## src/rtl/bsr_pkg.sv

```systemverilog
package bsr_pkg;

    typedef enum logic [2:0] {
        MODE_ALIAS   = 3'd0,
        MODE_OSROM   = 3'd1,
        MODE_SPLIT   = 3'd2,
        MODE_RAMTEST = 3'd3,
        MODE_NORMAL  = 3'd4
    } mode_e;

    typedef struct packed {
        mode_e mode;
        logic  wp;
        logic  viol;
    } ctl_s;

    typedef struct packed {
        logic boot;
        logic osrom;
        logic ram;
        logic inhibit;
        logic viol;
    } route_s;

    // Permitted mode steps; staying in the current mode is always allowed.
    function automatic logic step_ok(mode_e cur, logic [2:0] req);
        logic ok;
        case (cur)
            MODE_ALIAS:   ok = (req == 3'd0) || (req == 3'd1);
            MODE_OSROM:   ok = (req == 3'd1) || (req == 3'd2) || (req == 3'd3);
            MODE_SPLIT,
            MODE_RAMTEST: ok = (req == 3'd2) || (req == 3'd3) || (req == 3'd4);
            MODE_NORMAL:  ok = (req == 3'd4);
            default:      ok = 1'b0;
        endcase
        return ok;
    endfunction

endpackage

```

## src/rtl/bsr_addr_class.sv

```systemverilog
module bsr_addr_class #(
    parameter int ADDR_W    = 20,
    parameter int LOW_BITS  = 16,
    parameter int BOOT_BITS = 14,
    parameter logic [ADDR_W-1:0] CTRL_ADDR = 20'h1C000
) (
    input  logic [ADDR_W-1:0] addr,
    output logic              is_low,
    output logic              is_boot,
    output logic              is_ctrl
);
    localparam int LOW_TOP  = ADDR_W - LOW_BITS;
    localparam int BOOT_TOP = ADDR_W - BOOT_BITS;

    always_comb begin
        is_low  = (addr[ADDR_W-1:LOW_BITS]  == {LOW_TOP{1'b0}});
        is_boot = (addr[ADDR_W-1:BOOT_BITS] == {BOOT_TOP{1'b1}});
        is_ctrl = (addr == CTRL_ADDR);
    end
endmodule

```

## src/rtl/bsr_overlay_dec.sv

```systemverilog
module bsr_overlay_dec
    import bsr_pkg::*;
(
    input  mode_e  mode,
    input  logic   wp,
    input  logic   valid,
    input  logic   wr,
    input  logic   is_low,
    input  logic   is_boot,
    input  logic   is_ctrl,
    output route_s route
);
    always_comb begin
        route = '0;
        if (valid && !is_ctrl) begin
            case (mode)
                MODE_ALIAS: begin
                    route.boot    = 1'b1;
                    route.inhibit = wr;
                end
                MODE_OSROM, MODE_SPLIT, MODE_RAMTEST, MODE_NORMAL: begin
                    if (is_low) begin
                        if (!wr) begin
                            route.osrom = (mode == MODE_OSROM) || (mode == MODE_SPLIT);
                            route.ram   = (mode == MODE_RAMTEST) || (mode == MODE_NORMAL);
                        end else if (mode == MODE_OSROM) begin
                            route.inhibit = 1'b1;
                        end else if (wp) begin
                            route.inhibit = 1'b1;
                            route.viol    = 1'b1;
                        end else begin
                            route.ram = 1'b1;
                        end
                    end else if (is_boot && mode != MODE_NORMAL) begin
                        route.boot    = 1'b1;
                        route.inhibit = wr;
                    end
                end
                default: route = '0;
            endcase
        end
    end
endmodule

```

## src/rtl/bsr_ctl_fsm.sv

```systemverilog
module bsr_ctl_fsm
    import bsr_pkg::*;
#(
    parameter int DATA_W = 8
) (
    input  logic              clk,
    input  logic              rst_n,
    input  logic              soft_rst,
    input  logic              ctl_wr,
    input  logic [DATA_W-1:0] wdata,
    input  logic              viol_evt,
    output ctl_s              ctl_q
);
    localparam int WP_BIT  = 3;
    localparam int RES_LSB = 4;

    ctl_s ctl_d;
    logic reserved;

    always_comb begin
        ctl_d    = ctl_q;
        reserved = |wdata[DATA_W-1:RES_LSB];
        if (ctl_wr && !reserved) begin
            ctl_d.wp = wdata[WP_BIT];
            if (step_ok(ctl_q.mode, wdata[2:0])) begin
                ctl_d.mode = mode_e'(wdata[2:0]);
            end
        end
        if (soft_rst) begin
            ctl_d.viol = 1'b0;
        end
        if (viol_evt) begin
            ctl_d.viol = 1'b1;
        end
    end

    always_ff @(posedge clk or negedge rst_n) begin
        if (!rst_n) begin
            ctl_q <= '{mode: MODE_ALIAS, wp: 1'b0, viol: 1'b0};
        end else begin
            ctl_q <= ctl_d;
        end
    end
endmodule

```

## src/rtl/bsr_remap_ctl.sv

```systemverilog
module bsr_remap_ctl
    import bsr_pkg::*;
#(
    parameter int ADDR_W    = 20,
    parameter int DATA_W    = 8,
    parameter int LOW_BITS  = 16,
    parameter int BOOT_BITS = 14,
    parameter logic [ADDR_W-1:0] CTRL_ADDR = 20'h1C000
) (
    input  logic              clk,
    input  logic              rst_n,
    input  logic              soft_rst,
    input  logic              bus_valid,
    input  logic              bus_wr,
    input  logic [ADDR_W-1:0] bus_addr,
    input  logic [DATA_W-1:0] bus_wdata,
    output logic [DATA_W-1:0] rd_data,
    output logic              sel_boot_rom,
    output logic              sel_os_rom,
    output logic              sel_shadow_ram,
    output logic              decode_override,
    output logic              wr_inhibit
);
    logic   is_low, is_boot, is_ctrl;
    logic   ctl_hit;
    ctl_s   ctl;
    route_s route;

    bsr_addr_class #(
        .ADDR_W(ADDR_W), .LOW_BITS(LOW_BITS),
        .BOOT_BITS(BOOT_BITS), .CTRL_ADDR(CTRL_ADDR)
    ) u_class (
        .addr(bus_addr), .is_low(is_low), .is_boot(is_boot), .is_ctrl(is_ctrl)
    );

    bsr_overlay_dec u_dec (
        .mode(ctl.mode), .wp(ctl.wp), .valid(bus_valid), .wr(bus_wr),
        .is_low(is_low), .is_boot(is_boot), .is_ctrl(is_ctrl), .route(route)
    );

    assign ctl_hit = bus_valid && is_ctrl;

    bsr_ctl_fsm #(.DATA_W(DATA_W)) u_fsm (
        .clk(clk), .rst_n(rst_n), .soft_rst(soft_rst),
        .ctl_wr(ctl_hit && bus_wr), .wdata(bus_wdata),
        .viol_evt(route.viol), .ctl_q(ctl)
    );

    always_comb begin
        rd_data = '0;
        if (ctl_hit && !bus_wr) begin
            rd_data[DATA_W-1] = ctl.viol;
            rd_data[3]        = ctl.wp;
            rd_data[2:0]      = ctl.mode;
        end
        sel_boot_rom    = route.boot;
        sel_os_rom      = route.osrom;
        sel_shadow_ram  = route.ram;
        wr_inhibit      = route.inhibit;
        decode_override = route.boot | route.osrom | route.ram | route.inhibit | ctl_hit;
    end
endmodule

```

## config.mk

```make
export PLATFORM = sky130hd
export DESIGN_NAME = bsr_remap_ctl
export DESIGN_NICKNAME = d
export VERILOG_FILES = /design/src/rtl/bsr_pkg.sv /design/src/rtl/bsr_addr_class.sv /design/src/rtl/bsr_overlay_dec.sv /design/src/rtl/bsr_ctl_fsm.sv /design/src/rtl/bsr_remap_ctl.sv
export SDC_FILE = /design/constraint.sdc
export NUM_CORES = 1
export LEC_CHECK = 0
export ABC_AREA = 0
export BUFFER_PORTS_ARGS = -buffer_cell sky130_fd_sc_hd__buf_2
export CAP_MARGIN = 20
export CORE_UTILIZATION = 40
export CTS_BUF_LIST = sky130_fd_sc_hd__clkbuf_2
export DETAILED_ROUTE_END_ITERATION = 6
export GPL_TIMING_DRIVEN = 0
export PLACE_DENSITY_LB_ADDON = 0.15
export SETUP_SLACK_MARGIN = 0.3
export SYNTH_ARGS = -nofsm -noshare
export SYNTH_HDL_FRONTEND = slang
export SYNTH_SLANG_ARGS = --single-unit
```

## constraint.sdc

```tcl
create_clock -name clk -period 1.6 [get_ports clk]
set_input_delay 0.16 -clock clk [delete_from_list [all_inputs] [get_ports clk]]
set_output_delay 0.16 -clock clk [all_outputs]
set_load 0.1 [all_outputs]
```

==> out/qor_table.md, run 1 <==
| Metric | Reported | Unit |
|---|---|---|
| Status | did not finish | - |
| Failing step | 4_1_cts | - |
| First Err | [ERROR DPL-0038] Utilization greater than 100%, impossible to legalize | - |
| Effective utilization at floorplan | 43.7 | % |
| Cell taking the most area after synthesis | sky130_fd_sc_hd__dfrtp_1 | - |
| Count leader, synth | sky130_fd_sc_hd__nor2_1 | - |
| Die extent in x | 40.2 | um |
| Number of setup buffers added after CTS | 14 | - |
| CTS sink cnt | 5 | - |
| Total CTS buffers | 3 | - |
| Clock Path Buffers | 2 | - |
| Number of primary I/O pins | 46 | - |
| Number of levels in the clock H-tree | 1 | - |
| Cell count after placement | 134 | - |
| Placed instance area | 978 | um^2 |
| Register bit total from synthesis | 5 | - |
| Number of enable-type register cells in the synthesized netlist | 0 | - |
| Gate count of the mapped netlist | 76 | - |
| Cts repair resizes | 47 | - |
| Share of the synthesized area in the top cell type | 21.5 | % |
| Number of different library cells in the post-synthesis netlist | 31 | - |
| Combined area of all synthesized cells | 583 | um^2 |
| Mean Syn Cell Area | 7.67 | um^2 |
| Post-synth ARST share | 100 | % |
| Dominant cells by area after synthesis | sky130_fd_sc_hd__dfrtp_1 21%, sky130_fd_sc_hd__nor4_2 6.4%, sky130_fd_sc_hd__and2_1 5.4%, sky130_fd_sc_hd__nor4_1 5.4%, sky130_fd_sc_hd__nor2_1 4.5% | - |
| HPWL reported at the end of detailed placement | 1490 | um |
| Sequential share of the synthesized area | 21.5 | % |
| Hold buffers post-CTS | 1 | - |
| Synth warnings | 0 | - |
| Placer congestion estimate | 0.789 | - |
| Number of input and output port buffers inserted | 41 | - |
| Main synth FF type | sky130_fd_sc_hd__dfrtp_1 | - |
| Number of rows created at floorplan | 13 | - |
| Synth top cells by count | 7 x sky130_fd_sc_hd__nor2_1, 6 x sky130_fd_sc_hd__nand2_1, 5 x sky130_fd_sc_hd__and2_1, 5 x sky130_fd_sc_hd__dfrtp_1, 5 x sky130_fd_sc_hd__nor4_1 | - |
| Die height | 40.2 | um |
| Master cell of the clock root buffer | sky130_fd_sc_hd__clkbuf_2 | - |
## stage by stage
stage	hold WS, ns	setup WS (ns)
2_1_floorplan	-0.136	-0.352
3_3_place_gp	-0.0243	-0.332
3_5_place_dp	-0.0170	-0.361
## cell families after synthesis
group	Yosys count	synth area share [%]
simple gates	38	41.0
compound gates	18	21.7
buf+inv	11	9.44
flops	5	21.5
mux	2	4.29
xor+xnor	1	1.50
other cells	1	0.643
==> run 2: changes to the inputs <==
--- a/config.mk
+++ b/config.mk
@@ -8,12 +8,11 @@
 export ABC_AREA = 0
 export BUFFER_PORTS_ARGS = -buffer_cell sky130_fd_sc_hd__buf_2
 export CAP_MARGIN = 20
-export CORE_UTILIZATION = 40
-export CTS_BUF_LIST = sky130_fd_sc_hd__clkbuf_2
+export CORE_AREA = 2 2 63 65
 export DETAILED_ROUTE_END_ITERATION = 6
+export DIE_AREA = 0 0 65 67
 export GPL_TIMING_DRIVEN = 0
 export PLACE_DENSITY_LB_ADDON = 0.15
-export SETUP_SLACK_MARGIN = 0.3
 export SYNTH_ARGS = -nofsm -noshare
 export SYNTH_HDL_FRONTEND = slang
 export SYNTH_SLANG_ARGS = --single-unit
==> run 2 against run 1 <==
The flow now finishes, with violations (negative setup slack). Synthesized cell count unchanged. Synthesized area unchanged.
==> out/qor_table.md, run 2 <==
| Metric | Reported | Unit | vs previous |
|---|---|---|---|
| Number of rows created at floorplan | 22 | - | was 13 |
| WP data required | 1.44 | ns |  |
| Flip-flop count of the largest register, all copies and words added | 5 | - |  |
| Via count | 836 | - |  |
| Diodes inserted | 0 | - |  |
| Count of unresolved DRC violations after routing | 0 | - |  |
| Slew Viols, Final | 0 | - |  |
| Dominant cells by area after synthesis | sky130_fd_sc_hd__dfrtp_1 21%, sky130_fd_sc_hd__nor4_2 6.4%, sky130_fd_sc_hd__and2_1 5.4%, sky130_fd_sc_hd__nor4_1 5.4%, sky130_fd_sc_hd__nor2_1 4.5% | - | unchanged |
| CTS sink cnt | 5 | - | unchanged |
| Power per standard cell area | 366 | nW/um^2 |  |
| Cell count after placement | 167 | - | was 134 |
| Pin count of the biggest net entering global routing | 11 | - |  |
| Standby leakage power | 0.589 | nW |  |
| Vias per cell | 4.45 | - |  |
| Peak clock frequency supported by timing | 549 | MHz |  |
| Number of input and output port buffers inserted | 41 | - | unchanged |
| WL/cell | 12.2 | um |  |
| TritonCTS clock tree | yes | - |  |
| Data arrival time of the critical path | 1.66 | ns |  |
| Area added between synthesis and finish | 145 | % |  |
| Min Tclk post-route | 1.82 | ns |  |
| Clock Path Buffers | 2 | - | unchanged |
| RSZ-0062 raised after global routing | yes | - |  |
| Number of endpoints failing setup at the final stage | 9 | - |  |
| Sequential share of the synthesized area | 21.5 | % | unchanged |
| Launch instance of the worst min-delay path | soft_rst | - |  |
| Count leader, synth | sky130_fd_sc_hd__nor2_1 | - | unchanged |
| Critical Path End Type | primary output | - |  |
| Fin nets | 174 | - |  |
| Die height | 67 | um | was 40.2 um |
| Effective utilization at floorplan | 16.2 | % | was 43.7% |
| Overflow left after global routing | 0 | - |  |
| Core Region | 3610 | um^2 |  |
| Number of different library cells in the post-synthesis netlist | 31 | - | unchanged |
| Filler-free cell count of the finished design | 188 | - |  |
| Total routing resource utilization after global routing | 11.0 | % |  |
| Largest reg by FF count | u_fsm.ctl_q | - |  |
| Share of the synthesized area in the top cell type | 21.5 | % | unchanged |
| DRT iter0 DRCs | 8 | - |  |
| Number of hold violations in the final report | 0 | - |  |
| Number of enable-type register cells in the synthesized netlist | 0 | - | unchanged |
| Post-synth ARST share | 100 | % | unchanged |
| Wire length of the first global-routing pass | 3760 | um |  |
| Status | finished, violations left | - | was did not finish |
| Worst setup skew after layout | 0.00652 | ns |  |
| Commonest non-fill, non-tap cells in the layout | 28 x sky130_fd_sc_hd__buf_2, 18 x sky130_fd_sc_hd__buf_4, 9 x sky130_fd_sc_hd__buf_6, 8 x sky130_fd_sc_hd__nor4_4, 8 x sky130_fd_sc_hd__buf_12 | - |  |
| Register bit total from synthesis | 5 | - | unchanged |
| Maximum net fanout on the critical path | 6 | - |  |
| Mean Syn Cell Area | 7.67 | um^2 | unchanged |
| Synth top cells by count | 7 x sky130_fd_sc_hd__nor2_1, 6 x sky130_fd_sc_hd__nand2_1, 5 x sky130_fd_sc_hd__and2_1, 5 x sky130_fd_sc_hd__dfrtp_1, 5 x sky130_fd_sc_hd__nor4_1 | - | unchanged |
| Critical Path Start | u_fsm.ctl_q[3] | - |  |
| Final wirelength | 2290 | um |  |
| Violations in the final reports | negative setup slack | - |  |
| Antenna Nets Post-Route | 0 | - |  |
| Source-to-sink clock delay at the later pin of the worst-skew pair | 0.22 | ns |  |
| Master cell of the clock root buffer | sky130_fd_sc_hd__clkbuf_8 | - | was sky130_fd_sc_hd__clkbuf_2 |
| Total power draw | 0.000523 | W |  |
| Vias in the first global route | 844 | - |  |
| Area of the die | 4360 | um^2 |  |
| Placer congestion estimate | 0.734 | - | was 0.789 |
| Cell taking the most area after synthesis | sky130_fd_sc_hd__dfrtp_1 | - | unchanged |
| Number of violations of the max-capacitance limit | 0 | - |  |
| Clock-pin slew of the registers on the worst-case setup and hold paths | 0.04 | ns |  |
| Beginning of the worst register-to-register path | u_fsm.ctl_q[2] | - |  |
| Post-layout worst setup margin | -0.221 | ns |  |
| Number of primary I/O pins | 46 | - | unchanged |
| Synth warnings | 0 | - | unchanged |
| Gate count of the mapped netlist | 76 | - | unchanged |
| Number of levels in the clock H-tree | 1 | - | unchanged |
| Worst min-delay path category | input pin to flip-flop | - |  |
| Share of cells above drive strength 1 | 68.6 | % |  |
| Registers with the most flip-flops | u_fsm.ctl_q x5 | - |  |
| Post-route design area | 1430 | um^2 |  |
| Main synth FF type | sky130_fd_sc_hd__dfrtp_1 | - | unchanged |
| Placed instance area | 971 | um^2 | was 978 um^2 |
| HPWL reported at the end of detailed placement | 1730 | um | was 1490 um |
| Critical Path Start Type | flip-flop | - |  |
| Most common cell after layout, fill and taps aside | sky130_fd_sc_hd__buf_2 | - |  |
| Critical path type | flip-flop to primary output | - |  |
| Die extent in x | 65 | um | was 40.2 um |
| Fraction of the cycle the final worst path needs | 114 | % |  |
| Final-layout setup total negative slack | -0.684 | ns |  |
| VDD IR max | 542 | uV |  |
| Pre-antenna DRT Iters | 3 | - |  |
| Antenna violations before repair | 0 | - |  |
| Total CTS buffers | 3 | - | unchanged |
| Combined area of all synthesized cells | 583 | um^2 | unchanged |
## run 2: cell counts after synthesis
Identical to the previous run, type by type.
## run 2: what timing repair did
item                                    in CTS  in global routing
gates cloned                                 0                  0
hold buffers                                 1                  0
pin swaps                                    7                 10
hold endpoints to repair                     5                  0
endpoints found under the setup margin      10                 12
setup buffers                               10                  7
resized for setup                           32                 38
## run 2: cell type report
class                           count  area (um^2)
Fill cell                         362         2180
Multi-Input combinational cell     62          632
Timing Repair Buffer               58          494
Sequential cell                     5          125
Tap cell                           48         60.1
Buffer                              7         57.6
Clock buffer                        4         45.0
Inverter                            4         15.0
## run 2: cells by family after synthesis
| kind of cell | count (synthesis) | share of synthesized area (%) |
|---|---|---|
| buf+inv | 11 | 9.44 |
| xor+xnor | 1 | 1.50 |
| other cells | 1 | 0.643 |
| mux | 2 | 4.29 |
| compound gates | 18 | 21.7 |
| flops | 5 | 21.5 |
| simple gates | 38 | 41.0 |
## run 2: final timing paths
kind | endpoint | slack (ns) | cells past startpoint
max | decode_override | -0.22 | 7
min | u_fsm.ctl_q[0] | 0.13 | 2
max reg2reg | u_fsm.ctl_q[0] | 0.20 | 8
min reg2reg | u_fsm.ctl_q[0] | 0.53 | 2
max in group asynchronous | u_fsm.ctl_q[3] | 1.18 | 2
min in group asynchronous | u_fsm.ctl_q[4] | 0.28 | 2
## run 2: critical path: stages (launching register included)
cell	delay, ns
sky130_fd_sc_hd__dfrtp_1	0.33
sky130_fd_sc_hd__buf_6	0.13
sky130_fd_sc_hd__nor2_4	0.05
sky130_fd_sc_hd__a41oi_4	0.21
sky130_fd_sc_hd__nand2_2	0.12
sky130_fd_sc_hd__a311oi_4	0.30
sky130_fd_sc_hd__o22ai_4	0.11
sky130_fd_sc_hd__buf_12	0.18
## run 2: metrics by stage
stage	utilization (%)	setup slack (ns)	hold WS, ns
floorplan	-	-0.352	-0.136
global placement	26.9	-0.453	-0.0218
detailed placement	26.9	-0.532	-0.0170
CTS	34.1	-0.313	0.133
global route	39.6	-0.319	0.146
finish	39.6	-0.221	0.131
## run 2: power by group
part	internal [W]	leakage [nW]	total, W	switching (W)
registers	0.000127	0.0647	0.000127	0.0000000000492
logic	0.0000609	0.502	0.000160	0.0000987
clock network	0.000171	0.0228	0.000236	0.0000645
## run 2: routing by layer
layer,vias up,share of wire [%],GRT usage (%)
met5,-,0,0
met4,0,1.0,2.66
met3,2,6.7,2.87
met2,29,54,20.7
met1,401,38,12.2
li1,404,-,-
Power figures use the tool's default switching activity.
